## src/rtl/xlc_pkg.sv

```systemverilog
package xlc_pkg;
  localparam int ADDR_W = 32;

  typedef enum logic [2:0] {
    OP_IDLE       = 3'd0,
    OP_PRELOAD    = 3'd1,
    OP_FLUSH_ALL  = 3'd2,
    OP_FLUSH_ROOT = 3'd3,
    OP_WR_CTRL    = 3'd4,
    OP_WR_SUPROOT = 3'd5,
    OP_WR_CPUROOT = 3'd6,
    OP_WR_OTHER   = 3'd7
  } xlcOp_t;

  // strobes from the command decoder to the entry store
  typedef struct packed {
    logic              flush;
    logic              ins;
    logic [ADDR_W-1:0] insLog;
    logic [ADDR_W-1:0] insPhys;
    logic              insSuper;
  } xlcStrobe_t;

  function automatic logic [2:0] fcFor(input logic isSuper);
    return isSuper ? 3'd5 : 3'd1;
  endfunction
endpackage

```

## src/rtl/xlc_ctrl.sv

```systemverilog
module xlc_ctrl
  import xlc_pkg::*;
(
  input  logic              clk,
  input  logic              rstN,
  input  logic              insValid,
  input  logic [ADDR_W-1:0] insLogical,
  input  logic [ADDR_W-1:0] insPhys,
  input  logic              insSuper,
  input  logic              cmdValid,
  input  logic [2:0]        cmdOp,
  input  logic              cmdHold,
  input  logic [ADDR_W-1:0] cmdLogical,
  input  logic              cmdSuper,
  input  logic              xlateOn,
  input  logic [ADDR_W-1:0] cmdXlatePhys,
  output xlcStrobe_t        strobe
);
  xlcOp_t op;
  logic   rootWrite;
  logic   preload;

  always_comb begin
    op        = xlcOp_t'(cmdOp);
    rootWrite = (op == OP_WR_CTRL) || (op == OP_WR_SUPROOT) || (op == OP_WR_CPUROOT);
    preload   = cmdValid && (op == OP_PRELOAD);

    strobe.flush = cmdValid &&
                   ((op == OP_FLUSH_ALL) || (op == OP_FLUSH_ROOT) || (rootWrite && !cmdHold));
    strobe.ins   = preload || insValid;
    if (preload) begin
      strobe.insLog   = cmdLogical;
      strobe.insPhys  = xlateOn ? cmdXlatePhys : cmdLogical;
      strobe.insSuper = cmdSuper;
    end else begin
      strobe.insLog   = insLogical;
      strobe.insPhys  = insPhys;
      strobe.insSuper = insSuper;
    end
  end

  // a register write with the flush-disable bit set must not flush
  a_r8_hold_blocks_flush: assert property (@(posedge clk) disable iff (!rstN)
    (cmdValid && cmdHold && cmdOp >= 3'd4 && cmdOp <= 3'd6) |-> !strobe.flush);

  // idle, preload and other-register writes never flush
  a_r8_quiet_ops: assert property (@(posedge clk) disable iff (!rstN)
    (cmdValid && (cmdOp == 3'd0 || cmdOp == 3'd1 || cmdOp == 3'd7)) |-> !strobe.flush);

  // untranslated preload installs identity mapping
  a_r9_preload_identity: assert property (@(posedge clk) disable iff (!rstN)
    (cmdValid && cmdOp == 3'd1 && !xlateOn) |-> (strobe.ins && strobe.insPhys == cmdLogical));
endmodule

```

## src/rtl/xlc_store.sv

```systemverilog
module xlc_store
  import xlc_pkg::*;
#(
  parameter int ENTRIES = 22,
  parameter int OFF_W   = 8
) (
  input  logic              clk,
  input  logic              rstN,
  input  xlcStrobe_t        strobe,
  input  logic [ADDR_W-1:0] lookLogical,
  input  logic              lookSuper,
  output logic              lookHit,
  output logic [ADDR_W-1:0] lookPhys
);
  localparam int PAGE_W = ADDR_W - OFF_W;
  localparam int IDX_W  = (ENTRIES > 1) ? $clog2(ENTRIES) : 1;
  localparam logic [IDX_W-1:0] LAST = IDX_W'(ENTRIES - 1);

  logic [ENTRIES-1:0] valid;
  logic [PAGE_W-1:0]  tagArr  [ENTRIES];
  logic [2:0]         fcArr   [ENTRIES];
  logic [PAGE_W-1:0]  pageArr [ENTRIES];
  logic [IDX_W-1:0]   rrPtr;

  logic [PAGE_W-1:0]  lookPage, insPage;
  logic [2:0]         lookFc, insFc;
  logic [ENTRIES-1:0] lookMatch, dupMatch;
  logic [IDX_W-1:0]   hitIdx, freeIdx, victim;
  logic               hasFree, isDup, writeEn;

  assign lookPage = lookLogical[ADDR_W-1:OFF_W];
  assign lookFc   = fcFor(lookSuper);
  assign insPage  = strobe.insLog[ADDR_W-1:OFF_W];
  assign insFc    = fcFor(strobe.insSuper);

  for (genvar g = 0; g < ENTRIES; g++) begin : gCmp
    assign lookMatch[g] = valid[g] && (tagArr[g] == lookPage) && (fcArr[g] == lookFc);
    assign dupMatch[g]  = valid[g] && (tagArr[g] == insPage)  && (fcArr[g] == insFc);
  end

  // lowest-index pick for hit and for free slot
  always_comb begin
    hitIdx  = '0;
    freeIdx = '0;
    for (int i = ENTRIES - 1; i >= 0; i--) begin
      if (lookMatch[i]) hitIdx  = IDX_W'(i);
      if (!valid[i])    freeIdx = IDX_W'(i);
    end
  end

  assign hasFree = ~&valid;
  assign isDup   = |dupMatch;
  assign victim  = hasFree ? freeIdx : rrPtr;
  assign writeEn = strobe.ins && !strobe.flush && !isDup;

  assign lookHit  = |lookMatch;
  assign lookPhys = lookHit ? {pageArr[hitIdx], lookLogical[OFF_W-1:0]} : '0;

  always_ff @(posedge clk or negedge rstN) begin
    if (!rstN) begin
      valid <= '0;
      rrPtr <= '0;
    end else if (strobe.flush) begin
      valid <= '0;
      rrPtr <= '0;
    end else if (writeEn) begin
      valid[victim] <= 1'b1;
      if (!hasFree) rrPtr <= (rrPtr == LAST) ? '0 : rrPtr + 1'b1;
    end
  end

  always_ff @(posedge clk) begin
    if (writeEn) begin
      tagArr[victim]  <= insPage;
      fcArr[victim]   <= insFc;
      pageArr[victim] <= strobe.insPhys[ADDR_W-1:OFF_W];
    end
  end

  // no two entries ever answer the same lookup
  a_r2_single_match: assert property (@(posedge clk) disable iff (!rstN) $onehot0(lookMatch));

  // flush leaves the store empty with the pointer home
  a_r7_flush_empties: assert property (@(posedge clk) disable iff (!rstN)
    strobe.flush |=> (valid == '0 && rrPtr == '0));

  // flush beats a same-cycle insert
  a_r10_flush_over_insert: assert property (@(posedge clk) disable iff (!rstN)
    (strobe.flush && strobe.ins) |=> (valid == '0));

  // duplicate insert leaves occupancy and pointer unchanged
  a_r4_dup_no_change: assert property (@(posedge clk) disable iff (!rstN)
    (strobe.ins && !strobe.flush && isDup) |=> ($stable(valid) && $stable(rrPtr)));

  // fill of a free slot adds exactly one entry, pointer still
  a_r5_fill_free: assert property (@(posedge clk) disable iff (!rstN)
    (strobe.ins && !strobe.flush && !isDup && hasFree) |=>
      ($countones(valid) == $countones($past(valid)) + 1 && $stable(rrPtr)));

  // eviction keeps the store full and moves the pointer
  a_r6_evict_moves: assert property (@(posedge clk) disable iff (!rstN)
    (strobe.ins && !strobe.flush && !isDup && !hasFree) |=> ((&valid) && rrPtr != $past(rrPtr)));

  // pointer stays inside the entry range
  a_r6_ptr_range: assert property (@(posedge clk) disable iff (!rstN) rrPtr <= LAST);
endmodule

```

## src/rtl/xlate_cache.sv

```systemverilog
module xlate_cache
  import xlc_pkg::*;
#(
  parameter int ENTRIES = 22,
  parameter int OFF_W   = 8
) (
  input  logic        clk,
  input  logic        rstN,
  input  logic [31:0] lookLogical,
  input  logic        lookSuper,
  output logic        lookHit,
  output logic [31:0] lookPhys,
  input  logic        insValid,
  input  logic [31:0] insLogical,
  input  logic [31:0] insPhys,
  input  logic        insSuper,
  input  logic        cmdValid,
  input  logic [2:0]  cmdOp,
  input  logic        cmdHold,
  input  logic [31:0] cmdLogical,
  input  logic        cmdSuper,
  input  logic        xlateOn,
  input  logic [31:0] cmdXlatePhys
);
  xlcStrobe_t strobe;

  xlc_ctrl uCtrl (
    .clk(clk), .rstN(rstN),
    .insValid(insValid), .insLogical(insLogical), .insPhys(insPhys), .insSuper(insSuper),
    .cmdValid(cmdValid), .cmdOp(cmdOp), .cmdHold(cmdHold), .cmdLogical(cmdLogical),
    .cmdSuper(cmdSuper), .xlateOn(xlateOn), .cmdXlatePhys(cmdXlatePhys),
    .strobe(strobe)
  );

  xlc_store #(.ENTRIES(ENTRIES), .OFF_W(OFF_W)) uStore (
    .clk(clk), .rstN(rstN), .strobe(strobe),
    .lookLogical(lookLogical), .lookSuper(lookSuper),
    .lookHit(lookHit), .lookPhys(lookPhys)
  );
endmodule

```

## config.mk

```make
export PLATFORM = sky130hd
export DESIGN_NAME = xlate_cache
export DESIGN_NICKNAME = d
export VERILOG_FILES = /design/src/rtl/xlc_pkg.sv /design/src/rtl/xlc_ctrl.sv /design/src/rtl/xlc_store.sv /design/src/rtl/xlate_cache.sv
export SDC_FILE = /design/constraint.sdc
export NUM_CORES = 2
export LEC_CHECK = 0
export BUFFER_PORTS_ARGS = -buffer_cell sky130_fd_sc_hd__buf_2
export CAP_MARGIN = 30
export CORE_AREA = 5 5 391 490
export DETAILED_ROUTE_END_ITERATION = 6
export DIE_AREA = 0 0 396 495
export GPL_TIMING_DRIVEN = 1
export HOLD_SLACK_MARGIN = 0.08
export PLACE_DENSITY_LB_ADDON = 0.12
export SYNTH_ARGS = -nofsm -noshare
export SYNTH_HDL_FRONTEND = slang
export SYNTH_HIERARCHICAL = 1
export SYNTH_SLANG_ARGS = --single-unit
```

## constraint.sdc

```tcl
create_clock -name clk -period 12.6 [get_ports clk]
set_input_delay 0.63 -clock clk [delete_from_list [all_inputs] [get_ports clk]]
set_output_delay 0.63 -clock clk [all_outputs]
set_load 0.02 [all_outputs]
```

Word-level counts from Yosys, hierarchy flattened
Memories as Yosys holds them, arrays and structs flattened. Index checks and enable logic that the tools add are counted.

Register bits after elaboration: 27. Memory bits (writable): 1122. Input port bits: 172. Output and inout bits: 33. Memories: 3.

Add/subtract/negate cells: 1. Magnitude comparators: 2. Eq/ne operators: 95. Mux-type cells: 60. Bitwise logic cells: 1. Reductions and logical operators: 108.

Memories: uStore.pageArr (words 22, width 24, read ports 1, clocked after Yosys merged registers in 0, write ports 1, line xlc_store.sv:22) `logic [PAGE_W-1:0] pageArr [ENTRIES];`; uStore.tagArr (words 22, width 24, read ports 22, clocked after Yosys merged registers in 0, write ports 1, line xlc_store.sv:20) `logic [PAGE_W-1:0] tagArr [ENTRIES];`; uStore.fcArr (words 22, width 3, read ports 22, clocked after Yosys merged registers in 0, write ports 1, line xlc_store.sv:21) `logic [2:0] fcArr [ENTRIES];`.

Operator list (number): $eq 24x24->1 (44); $mux 5 (49); $eq 3x3->1 (44); $logic_and 1x1->1 (94); $mux 65 (1); $mux 32 (2); $mux 22 (2); $reduce_or 22->1 (2); $or 22x22->22 (1); $reduce_and 22->1 (1); $eq 3x3->1 const B (3); $eq 3x2->1 const B (2); $lt 5x6->1 const B (1); $mux 3 (2); $add 5x1->5 const B (1); $demux 1 s5 (1); $eq 5x5->1 const B (1); $ge 5x1->1 const B (1); $logic_or 1x1->1 (5); $reduce_bool 2->1 (2); $eq 3x1->1 const B (1); $logic_not 1->1 (3); $mux 1 (3); $reduce_and 2->1 (1).

Longest topological paths before layout
Depth in word-level cells: 30. Depth in mapped cells: 19. Depth with buffers taken out: 14.

By module
The synthesis kept the hierarchy.

By module, submodules not included: xlc_store (times used 1, cells each 3994, area each 54446.0 um2, sequential area each 33046.7 um2); xlc_ctrl (times used 1, cells each 149, area each 1113.6 um2, sequential area each 0.0 um2).

Worst setup path before layout
No wires, ideal clock.

Path type: input -> register. From: input port cmdOp[1]. To: memory uStore.fcArr[20][2], enable pin. Data arrival time: 7.458 ns. Required time: 12.071 ns. Setup slack: 4.612 ns. Stages on the path: 15. Cells stage by stage: nor4bb_1 > buf_2 > buf_6 > mux2_1 > buf_2 > buf_2 > buf_2 > xor2_1 > nor4_1 > a41oi_1 > nand4_1 > nor4_1 > nand3_1 > or2_2 > nor3b_1.

RTL lines: start, declared (line xlate_cache.sv:18) `input logic [2:0] cmdOp,`; end, declared (line xlc_store.sv:21).

Final worst setup path
From: input port lookLogical[11]. To: output port lookPhys[31].

Longest elaborated chain between the ends: 27.

RTL lines: start, declared (line xlate_cache.sv:9) `input logic [31:0] lookLogical,`; $eq 24x24->1 (line xlc_store.sv:37) `assign lookMatch[g] = valid[g] && (tagArr[g] == lookPage) && (fcArr[g] == lookFc);`; $logic_and 1x1->1 (2 in a row) (line xlc_store.sv:37); $mux 5 (22 in a row) (line xlc_store.sv:46) `if (lookMatch[i]) hitIdx = IDX_W'(i);`; $mem_v2 22x24; $mux 32 * (line xlc_store.sv:57) `assign lookPhys = lookHit ? {pageArr[hitIdx], lookLogical[OFF_W-1:0]} : '0;`; end, declared (line xlate_cache.sv:12) `output logic [31:0] lookPhys,`.

Mark *: on every way between the ends. The rest lies on a longest branch, timed or not.

==> flow_metrics.env <==
export IMPL_tritoncts="done"
export IMPL_p_per_area_mw_per_mm2=135
export IMPL_path_max_fanout=138
export IMPL_clockBufferDepth=3
export IMPL_layout_drive_gt1_share_pct=14.9
export IMPL_setup_violations=0
export IMPL_die_height_um=495
export IMPL_p_clk_share_pct=40.8
export IMPL_post_route_period_util_pct=60.9
export IMPL_hold_violations=0
export IMPL_p_comb_share_pct=9.7
export IMPL_start_util_pct=29.6
export IMPL_ant_nets=0
export IMPL_clk_latency_ps=800
export IMPL_drcViolationCount=0
export IMPL_fin_nets=4460
export IMPL_h_tree_depth=3
export IMPL_numCtsBuffers=121
export IMPL_fin_area_mm2=0.0631
export IMPL_grt_max_degree=139
export IMPL_area_delta_synth_final_pct=14.0
export IMPL_syn_nets=4285
export IMPL_status="finished clean"
export IMPL_ir_drop_mv=0.139
export IMPL_worstPathRequired_ps=11970
export IMPL_r2r_cells=10
export IMPL_hold_depth=2
export IMPL_routed_wl_mm=209
export IMPL_place_congestion=0.886
export IMPL_drt_wirelength_per_cell_um=30.6
export IMPL_grt_use_total_pct=20.7
export IMPL_fmax_mhz=130
export IMPL_switchingPower_mw=2.22
export IMPL_clockRootBuffer="clkbuf_16"
export IMPL_slew_headroom_pct=31.9
export IMPL_coreArea_mm2=0.187
export IMPL_hp_class="input pin to flip-flop"
export IMPL_cp_start_kind="input pin"
export IMPL_dr_total_vias=35700
export IMPL_grt_overflow_total=0
export IMPL_viasPerCell=5.23
export IMPL_clkSinkCount=1105
export IMPL_synthCells=4111
export IMPL_worstPathCellList="buf_2 > buf_4 > xor2_1 > nor4_1 > nand4_1 > nor4_2 > o21bai_1 > a22oi_2 > o21ai_2 > a21boi_4 > buf_12 > buf_4 > mux2i_1 > mux2i_1 > o21ai_0 > o21ai_1 > buf_2"
export IMPL_die_area_mm2=0.196
export IMPL_synth_area_mm2=0.0553
export IMPL_avgSynthCellArea_um2=13.5
export IMPL_cp_end_kind="output pin"
export IMPL_drt_pass1_iterations=6
export IMPL_ys_warn_count=6
export IMPL_dp_hpwl_mm=127
export IMPL_slew_viol_final=0
export IMPL_dr_first_iter_drc_count=2674
export IMPL_skew_ps=79.4
export IMPL_die_w_um=396
export IMPL_grt_pass1_wl_mm=287
export IMPL_grt_pass1_vias=36400
export IMPL_rsz0062_at_grt="no"
export IMPL_port_buffers=172
export IMPL_power_frac_seq_pct=49.5
export IMPL_min_period_ps=7680
export IMPL_cp_slowest_cell="buf_4"
export IMPL_p_int_mw=6.33
export IMPL_fillers=18300
export IMPL_antenna_found_initial=5
export IMPL_cts_setup_buffers=0
export IMPL_power_mw=8.55
export IMPL_worstSetupPathType="input pin to output pin"
export IMPL_io_pins=205
export IMPL_postCtsHoldBufs=1
export IMPL_arrival_ps=7050
export IMPL_drv_cap=0
export IMPL_rows=178
export IMPL_clkSlewWorstSetupHoldPaths_ps=60
export IMPL_tightest_slew_ps=1020
export IMPL_finalSetupTns_ps=0
export IMPL_switching_share_pct=25.9
export IMPL_post_dp_cell_area_mm2=0.0592
export IMPL_cts_resized=0
export IMPL_p_leak_nw=20.4
export IMPL_fin_util_pct=33.8
export IMPL_crit_path_max_incr_delay_ps=850
-- routing by layer --
layer	GRT usage, %	routed length [um]
met2	35.6	101000
met1	27.3	91200
met3	2.33	9580
met4	6.91	7440
met5	0	0
-- power by group through the flow --
stage	Clock, mW	Combinational [mW]	Sequential, mW
final	3.49	0.828	4.23
after global routing	3.73	0.879	4.23
after CTS	3.59	0.833	4.22
after detailed placement	0	0.830	4.30
after global placement	0	0.829	4.30
after floorplan	0	0.484	4.29
-- layout make-up --
class	instances	area, um^2	share of cell area, %
Clock inverter	62	592	0.938
Multi-Input combinational cell	2719	20900	33.2
Sequential cell	1105	33000	52.4
Clock buffer	165	3260	5.17
Timing Repair Buffer	317	2100	3.33
Tap cell	2430	3040	4.82
Antenna cell	4	10.0	0.0159
Inverter	22	82.6	0.131
-- cell usage in the layout, fill, tap and decap left out, types with 24 or more instances in the layout --
| cell | count |
|---|---|
| clkbuf_1 | 37 |
| edfxtp_1 | 1078 |
| o21ai_0 | 59 |
| o221a_2 | 24 |
| o21bai_1 | 25 |
| clkbuf_16 | 121 |
| nand4_1 | 197 |
| o21ai_1 | 25 |
| buf_4 | 128 |
| mux2_2 | 24 |
| a211oi_1 | 25 |
| mux2_4 | 25 |
| nand2b_1 | 26 |
| o31ai_1 | 26 |
| a22oi_1 | 49 |
| a31oi_1 | 28 |
| a21oi_1 | 66 |
| buf_2 | 175 |
| nand2_1 | 116 |
| nand3_1 | 58 |
| dfrtp_1 | 27 |
| xnor2_1 | 479 |
| xor2_1 | 605 |
| nor2b_1 | 28 |
| a21boi_0 | 28 |
| or2_2 | 28 |
| nor4_1 | 230 |
| a221o_1 | 24 |
| nor2_1 | 79 |
| mux2i_1 | 193 |
| nor3_1 | 72 |
-- per-stage QoR --
stage	setup WS (ps)	hold slack [ps]	instances
after floorplan	4630	334	4111
after global placement	4510	511	6577
after detailed placement	4780	512	6591
after CTS	4770	259	6819
after global routing	4580	305	6821
final	4920	328	6824
-- final timing paths --
path / to / from / slack, ps
setup / recovery: lookPhys[31] / lookLogical[11] / 4920
max in group asynchronous: uStore/valid[2]$_DFFE_PN0P_ / rstN / 11440
hold reg to reg: uStore/rrPtr[4]$_DFFE_PN0P_ / uStore/rrPtr[4]$_DFFE_PN0P_ / 530
setup reg to reg: uStore/pageArr[19][7]$_DFFE_PP_ / uStore/valid[1]$_DFFE_PN0P_ / 7670
min in group asynchronous: uStore/rrPtr[0]$_DFFE_PN0P_ / rstN / 610
hold / removal: uStore/tagArr[21][21]$_DFFE_PP_ / insLogical[29] / 330
-- worst max-delay path: cells and delay by family --
kind                   cells  cell delay, ps
buffers and inverters      5            2890
AO/OA/AOI/OAI              6            1620
AND/OR/NAND/NOR            3            1120
multiplexers               2             380
XOR/XNOR                   1             160
-- sequential cells by signal, summed over array words and instances, names as in the netlist --
signal and flops:
uStore/tagArr 528, uStore/valid 22, uStore/fcArr 22, uStore/pageArr 528, uStore/rrPtr 5
Power figures use the tool's default switching activity.
